`src/rtl/pause_pkg.sv`:
```
package pause_pkg;
    localparam int BYTE_W    = 8;
    localparam int ADDR_W    = 48;
    localparam int FIELD_W   = 16;
    localparam int HDR_BYTES = 18;
    localparam int CNT_W     = $clog2(HDR_BYTES + 1);
    localparam int N_ADDR    = 2;

    localparam logic [ADDR_W-1:0]  CTRL_MCAST    = 48'h0180C2000001;
    localparam logic [FIELD_W-1:0] TYPE_MAC_CTRL = 16'h8808;
    localparam logic [FIELD_W-1:0] OPC_PAUSE     = 16'h0001;

    typedef struct packed {
        logic [ADDR_W-1:0]  dst;
        logic [FIELD_W-1:0] etype;
        logic [FIELD_W-1:0] opcode;
        logic [FIELD_W-1:0] quanta;
    } hdr_t;

    typedef struct packed {
        logic               hit;
        logic [FIELD_W-1:0] quanta;
    } verdict_t;

    // place one received byte into the header record, network order
    function automatic hdr_t hdr_insert(input hdr_t h, input logic [CNT_W-1:0] idx,
                                        input logic [BYTE_W-1:0] b);
        hdr_t r;
        int   k;
        r = h;
        k = int'(idx);
        if (k < 6)
            r.dst[(5 - k) * BYTE_W +: BYTE_W] = b;
        else if (k == 12 || k == 13)
            r.etype[(13 - k) * BYTE_W +: BYTE_W] = b;
        else if (k == 14 || k == 15)
            r.opcode[(15 - k) * BYTE_W +: BYTE_W] = b;
        else if (k == 16 || k == 17)
            r.quanta[(17 - k) * BYTE_W +: BYTE_W] = b;
        return r;
    endfunction
endpackage

```
`src/rtl/pause_hdr_capture.sv`:
```
module pause_hdr_capture
    import pause_pkg::*;
(
    input  logic              clk,
    input  logic              rst,
    input  logic              rx_valid,
    input  logic              rx_sof,
    input  logic              rx_eof,
    input  logic [BYTE_W-1:0] rx_data,
    input  logic              rx_err,
    output hdr_t              hdr_now,
    output logic              long_enough,
    output logic              err_now,
    output logic              frame_end
);
    logic             in_frame;
    logic [CNT_W-1:0] cnt;
    logic             err_q;
    hdr_t             hdr_q;

    logic             start;
    logic             active;
    logic [CNT_W-1:0] idx;
    logic [CNT_W-1:0] cnt_next;

    always_comb begin
        start       = rx_valid && rx_sof;
        active      = start || (in_frame && rx_valid);
        idx         = start ? '0 : cnt;
        hdr_now     = active ? hdr_insert(start ? '0 : hdr_q, idx, rx_data) : hdr_q;
        long_enough = (idx >= CNT_W'(HDR_BYTES - 1));
        err_now     = (start ? 1'b0 : err_q) || rx_err;
        frame_end   = active && rx_eof;
        cnt_next    = (idx >= CNT_W'(HDR_BYTES)) ? CNT_W'(HDR_BYTES) : idx + 1'b1;
    end

    always_ff @(posedge clk) begin
        if (rst) begin
            in_frame <= 1'b0;
            cnt      <= '0;
            err_q    <= 1'b0;
            hdr_q    <= '0;
        end else if (active) begin
            hdr_q    <= hdr_now;
            cnt      <= cnt_next;
            err_q    <= err_now;
            in_frame <= !rx_eof;
        end else if (in_frame && rx_err) begin
            err_q    <= 1'b1;
        end
    end


    cnt_bound_chk: assert property (@(posedge clk) disable iff (rst)
        cnt <= CNT_W'(HDR_BYTES));


    restart_clear_chk: assert property (@(posedge clk) disable iff (rst)
        (rx_valid && rx_sof && !rx_eof) |=> (cnt == CNT_W'(1)));
endmodule

```
`src/rtl/pause_match.sv`:
```
module pause_match
    import pause_pkg::*;
(
    input  hdr_t                    hdr,
    input  logic [N_ADDR*ADDR_W-1:0] addr_list,
    input  logic                    long_enough,
    input  logic                    err_now,
    input  logic                    fcs_ok,
    input  logic                    frame_end,
    output verdict_t                verdict
);
    logic [N_ADDR-1:0] addr_hit;

    genvar g;
    generate
        for (g = 0; g < N_ADDR; g++) begin : g_addr
            assign addr_hit[g] = (hdr.dst == addr_list[g*ADDR_W +: ADDR_W]);
        end
    endgenerate

    always_comb begin
        verdict.hit    = frame_end && long_enough && !err_now && fcs_ok &&
                         (|addr_hit) &&
                         (hdr.etype == TYPE_MAC_CTRL) &&
                         (hdr.opcode == OPC_PAUSE);
        verdict.quanta = hdr.quanta;
    end
endmodule

```
`src/rtl/pause_report.sv`:
```
module pause_report
    import pause_pkg::*;
(
    input  logic               clk,
    input  logic               rst,
    input  verdict_t           verdict,
    input  logic               irq_en,
    output logic               pause_strobe,
    output logic [FIELD_W-1:0] pause_time,
    output logic               pause_irq,
    output logic               stat_inc
);
    always_ff @(posedge clk) begin
        if (rst) begin
            pause_strobe <= 1'b0;
            pause_irq    <= 1'b0;
            stat_inc     <= 1'b0;
            pause_time   <= '0;
        end else begin
            pause_strobe <= verdict.hit;
            stat_inc     <= verdict.hit;
            pause_irq    <= verdict.hit && irq_en;
            if (verdict.hit)
                pause_time <= verdict.quanta;
        end
    end


    time_hold_chk: assert property (@(posedge clk) disable iff (rst)
        !pause_strobe |-> $stable(pause_time));


    irq_with_strobe_chk: assert property (@(posedge clk) disable iff (rst)
        pause_irq |-> pause_strobe);


    stat_with_strobe_chk: assert property (@(posedge clk) disable iff (rst)
        stat_inc == pause_strobe);
endmodule

```
`src/rtl/pause_detect.sv`:
```
module pause_detect
    import pause_pkg::*;
(
    input  logic               clk,
    input  logic               rst,
    input  logic               rx_valid,
    input  logic               rx_sof,
    input  logic               rx_eof,
    input  logic [7:0]         rx_data,
    input  logic               rx_err,
    input  logic               rx_fcs_ok,
    input  logic [47:0]        station_addr,
    input  logic               irq_en,
    output logic               pause_strobe,
    output logic [15:0]        pause_time,
    output logic               pause_irq,
    output logic               stat_inc
);
    hdr_t     hdr_now;
    logic     long_enough;
    logic     err_now;
    logic     frame_end;
    verdict_t verdict;

    pause_hdr_capture u_capture (
        .clk         (clk),
        .rst         (rst),
        .rx_valid    (rx_valid),
        .rx_sof      (rx_sof),
        .rx_eof      (rx_eof),
        .rx_data     (rx_data),
        .rx_err      (rx_err),
        .hdr_now     (hdr_now),
        .long_enough (long_enough),
        .err_now     (err_now),
        .frame_end   (frame_end)
    );

    pause_match u_match (
        .hdr         (hdr_now),
        .addr_list   ({CTRL_MCAST, station_addr}),
        .long_enough (long_enough),
        .err_now     (err_now),
        .fcs_ok      (rx_fcs_ok),
        .frame_end   (frame_end),
        .verdict     (verdict)
    );

    pause_report u_report (
        .clk          (clk),
        .rst          (rst),
        .verdict      (verdict),
        .irq_en       (irq_en),
        .pause_strobe (pause_strobe),
        .pause_time   (pause_time),
        .pause_irq    (pause_irq),
        .stat_inc     (stat_inc)
    );


    strobe_needs_good_end_chk: assert property (@(posedge clk) disable iff (rst)
        pause_strobe |-> $past(rx_valid && rx_eof && rx_fcs_ok && !rx_err));
endmodule

```
`config.mk`:
```
export PLATFORM = sky130hd
export DESIGN_NAME = pause_detect
export DESIGN_NICKNAME = d
export VERILOG_FILES = /design/src/rtl/pause_pkg.sv /design/src/rtl/pause_hdr_capture.sv /design/src/rtl/pause_match.sv /design/src/rtl/pause_report.sv /design/src/rtl/pause_detect.sv
export SDC_FILE = /design/constraint.sdc
export NUM_CORES = 1
export LEC_CHECK = 0
export BUFFER_PORTS_ARGS = -buffer_cell sky130_fd_sc_hd__buf_2
export CAP_MARGIN = 0
export CORE_MARGIN = 5
export CORE_UTILIZATION = 60
export DETAILED_ROUTE_END_ITERATION = 8
export GPL_TIMING_DRIVEN = 0
export PLACE_DENSITY = 0.92
export SLEW_MARGIN = 20
export SYNTH_ARGS = -nofsm -noshare
export SYNTH_HDL_FRONTEND = slang
export SYNTH_SLANG_ARGS = --single-unit
```
`constraint.sdc`:
```
create_clock -name clk -period 16.1 [get_ports clk]
set_input_delay 0.805 -clock clk [delete_from_list [all_inputs] [get_ports clk]]
set_output_delay 0.805 -clock clk [all_outputs]
set_load 0.05 [all_outputs]
```
==> results.py <==
metrics = {
    "sta": {
        "min_period_ns": 10.15,
        "fmax_mhz": 98.5,
        "rsz0062_at_grt": "no",
        "finalMaxSlewViolations": 0,
        "fin_skew_ns": 0.00790,
        "tightest_slew_ns": 1.06,
        "fin_ws_ns": 5.95,
        "finalSetupViolCount": 0,
        "hold_violations": 0,
        "final.period_utilization_pct": 63.1,
        "fin_setup_tns_ns": 0,
        "maxSlewHeadroom_pct": 29.2,
    },
    "routing": {
        "num_vias": 9045,
        "routed_wl_mm": 30.6,
        "drtAntennaViolNets": 0,
        "wl_per_cell_um": 24.0,
        "dr.pass1.iters": 9,
        "drc": 2,
        "via_per_inst": 7.11,
        "drt_iter0_markers": 1729,
    },
    "finish": {
        "num-fill-cells": 1023,
        "layout_commonest_cell": "nor2_1",
        "final_cell_mix": "128 x nor2_1, 121 x dfxtp_1, 86 x buf_2",
        "final_cells": 1273,
        "drive_above_1_share_pct": 15.2,
        "synthToLayoutAreaGrowth_pct": 15.3,
        "diodes": 0,
        "final_util_pct": 70.2,
        "num-nets-final": 1179,
    },
    "clock_network": {
        "clk_pin_slew_worst_paths_ns": 0.06,
        "cts-resized-gates": 0,
        "clock_latency_ns": 0.43,
        "cts_max_level": 4,
        "cts_buffers": 17,
        "cts_hold_buf": 0,
        "cts_root_buffer": "clkbuf_16",
        "cts_setup_buffers": 0,
        "cts_tree": "yes",
        "clock_path_buffers": 2,
        "cts_sinks": 121,
    },
    "floorplanning": {
        "num_rows": 42,
        "start_util_pct": 60.9,
        "die_w_um": 125,
        "io-pin-count": 83,
        "core_area_um2": 13100,
        "die_area_um2": 15700,
        "die_h_um": 125,
    },
    "min_path": {
        "hold_path.class": "reg -> reg",
    },
    "global_route": {
        "antenna_found_initial": 0,
        "grt_pass1_vias": 8657,
        "grt_max_degree": 17,
        "grt_pass1_wl_mm": 47.3,
        "track_usage_pct": 37.7,
        "gr-total-overflow": 0,
    },
    "power_and_ir_drop": {
        "pwr-share-seq_pct": 36.9,
        "p_comb_share_pct": 15.0,
        "power_density_nw_per_um2": 88.6,
        "p_switching_mw": 0.245,
        "peakVddDrop_mv": 0.0927,
        "p_leak_nw": 3.47,
        "clkPwrFrac_pct": 48.1,
        "p_int_mw": 0.572,
        "switching_share_pct": 30.0,
    },
    "worst_setup_path": {
        "crit_required_ns": 16.42,
        "cp.arrival_ns": 10.47,
        "cp_slowest_cell": "clkbuf_1",
        "path_max_fanout": 15,
        "startpoint_type": "input pin",
        "crit_path_max_incr_delay_ns": 0.58,
        "critPathKind": "in -> reg",
        "cp-end-kind": "flop",
    },
    "logic_synthesis": {
        "syn_avg_cell_area_um2": 8.09,
        "syn_nets": 1084,
        "post_synth_num_cell_types": 83,
        "yosysTopAreaCellShare_pct": 30.3,
        "synth_cells": 989,
        "synthTopCellsByArea": "dfxtp_1 30%, nor2_1 6.0%, ha_1 4.8%",
        "async_flop_share_pct": 0,
        "yosysTopAreaCell": "dfxtp_1",
        "synth_seq_cells": 121,
        "yosysWarnings": 0,
        "synthFlopType": "dfxtp_1",
        "ys_seq_area_share_pct": 30.3,
        "synth_area_um2": 8000,
        "synth_edf_count": 0,
    },
    "placed_design": {
        "dp_hpwl_mm": 21.6,
        "pre_cts_slack_ns": 6.04,
        "gp_congestion": 1.07,
        "port_buffers": 75,
        "placed_cells": 1241,
    },
    "job": {
        "maxCapViolations": 0,
    },
    "outcome": {
        "status": "complete, but fails checks",
        "violations": "DRC",
    },
}
==> flip-flops by register name, indices dropped and copies added (netlist names) <==
signal and flops:
u_report.stat_inc 1, u_report.pause_irq 1, u_report.pause_time 16, u_capture.hdr_q 96
u_capture.cnt 5, u_capture.in_frame 1, u_capture.err_q 1
==> kinds of logic after synthesis <==
| family | after synthesis | synth area share (%) |
|---|---|---|
| flops | 121 | 30.3 |
| compound gates | 220 | 19.9 |
| mux | 28 | 4.58 |
| buf+inv | 90 | 4.77 |
| fa+ha+maj | 31 | 4.85 |
| simple gates | 453 | 30.3 |
| xor+xnor | 46 | 5.32 |
==> path summary, 6_finish.rpt <==
check,start,endpoint,depth (start not counted),slack [ns]
setup / recovery,rx_valid,u_report.pause_time[12]$_SDFFE_PP0P_,31,5.95
hold / removal,u_capture.err_q$_SDFFE_PP0P_,u_capture.err_q$_SDFFE_PP0P_,2,0.46
setup reg to reg,u_capture.cnt[1]$_SDFFE_PP0N_,u_report.pause_time[12]$_SDFFE_PP0P_,24,8.58
hold reg to reg,u_capture.err_q$_SDFFE_PP0P_,u_capture.err_q$_SDFFE_PP0P_,2,0.46
==> cells in the mapped netlist (all sizes together), types with 17 or more instances <==
| master | number |
|---|---|
| a22oi | 52 |
| clkbuf | 49 |
| xnor2 | 31 |
| mux2 | 19 |
| nand4 | 23 |
| nand2 | 67 |
| or4 | 20 |
| nor4 | 29 |
| dfxtp | 121 |
| inv | 17 |
| nor3 | 29 |
| o21ai | 19 |
| nor2 | 128 |
| nand3 | 48 |
| a21oi | 52 |
| nor2b | 25 |
| buf | 24 |
| ha | 31 |
==> power groups by stage <==
stage	Sequential, mW	Clock, mW	Combinational, mW
5_1_grt	0.302	0.408	0.128
3_3_place_gp	0.308	0	0.112
2_1_floorplan	0.308	0	0.0725
4_1_cts	0.302	0.389	0.116
3_5_place_dp	0.308	0	0.115
6_report	0.302	0.393	0.122
==> layer usage <==
layer / GRT usage, % / vias up / share of wire, %
li1: - / 3864 / -
met1: 46.9 / 4152 / 36
met2: 56.9 / 824 / 43
met3: 12.5 / 205 / 15
met4: 22.2 / 0 / 6.8
met5: 0 / - / 0
==> worst max-delay path: cells and delay by family <==
| kind | cells | cell delay (ns) |
|---|---|---|
| multiplexers | 1 | 0.30 |
| AO/OA/AOI/OAI | 2 | 0.62 |
| adder cells (fa/ha/maj) | 2 | 0.47 |
| buffers and inverters | 15 | 4.78 |
| AND/OR/NAND/NOR | 11 | 3.45 |
==> final cells by class <==
type	instances	area (um2)	share of cell area, %
Buffer	73	318	3.44
Clock buffer	18	439	4.76
Clock inverter	14	159	1.72
Inverter	17	63.8	0.692
Multi-Input combinational cell	778	5220	56.6
Sequential cell	121	2420	26.3
Tap cell	176	220	2.39
Timing Repair Buffer	76	383	4.15
==> stage by stage <==
stage	area (um2)	total power, mW	hold slack (ns)
after floorplan	8000	0.381	0.432
after global placement	8600	0.421	0.442
after detailed placement	8620	0.423	0.444
after CTS	9220	0.806	0.452
after global routing	9230	0.838	0.477
final	9230	0.818	0.457
No activity file was read; power rests on OpenSTA's default activity.
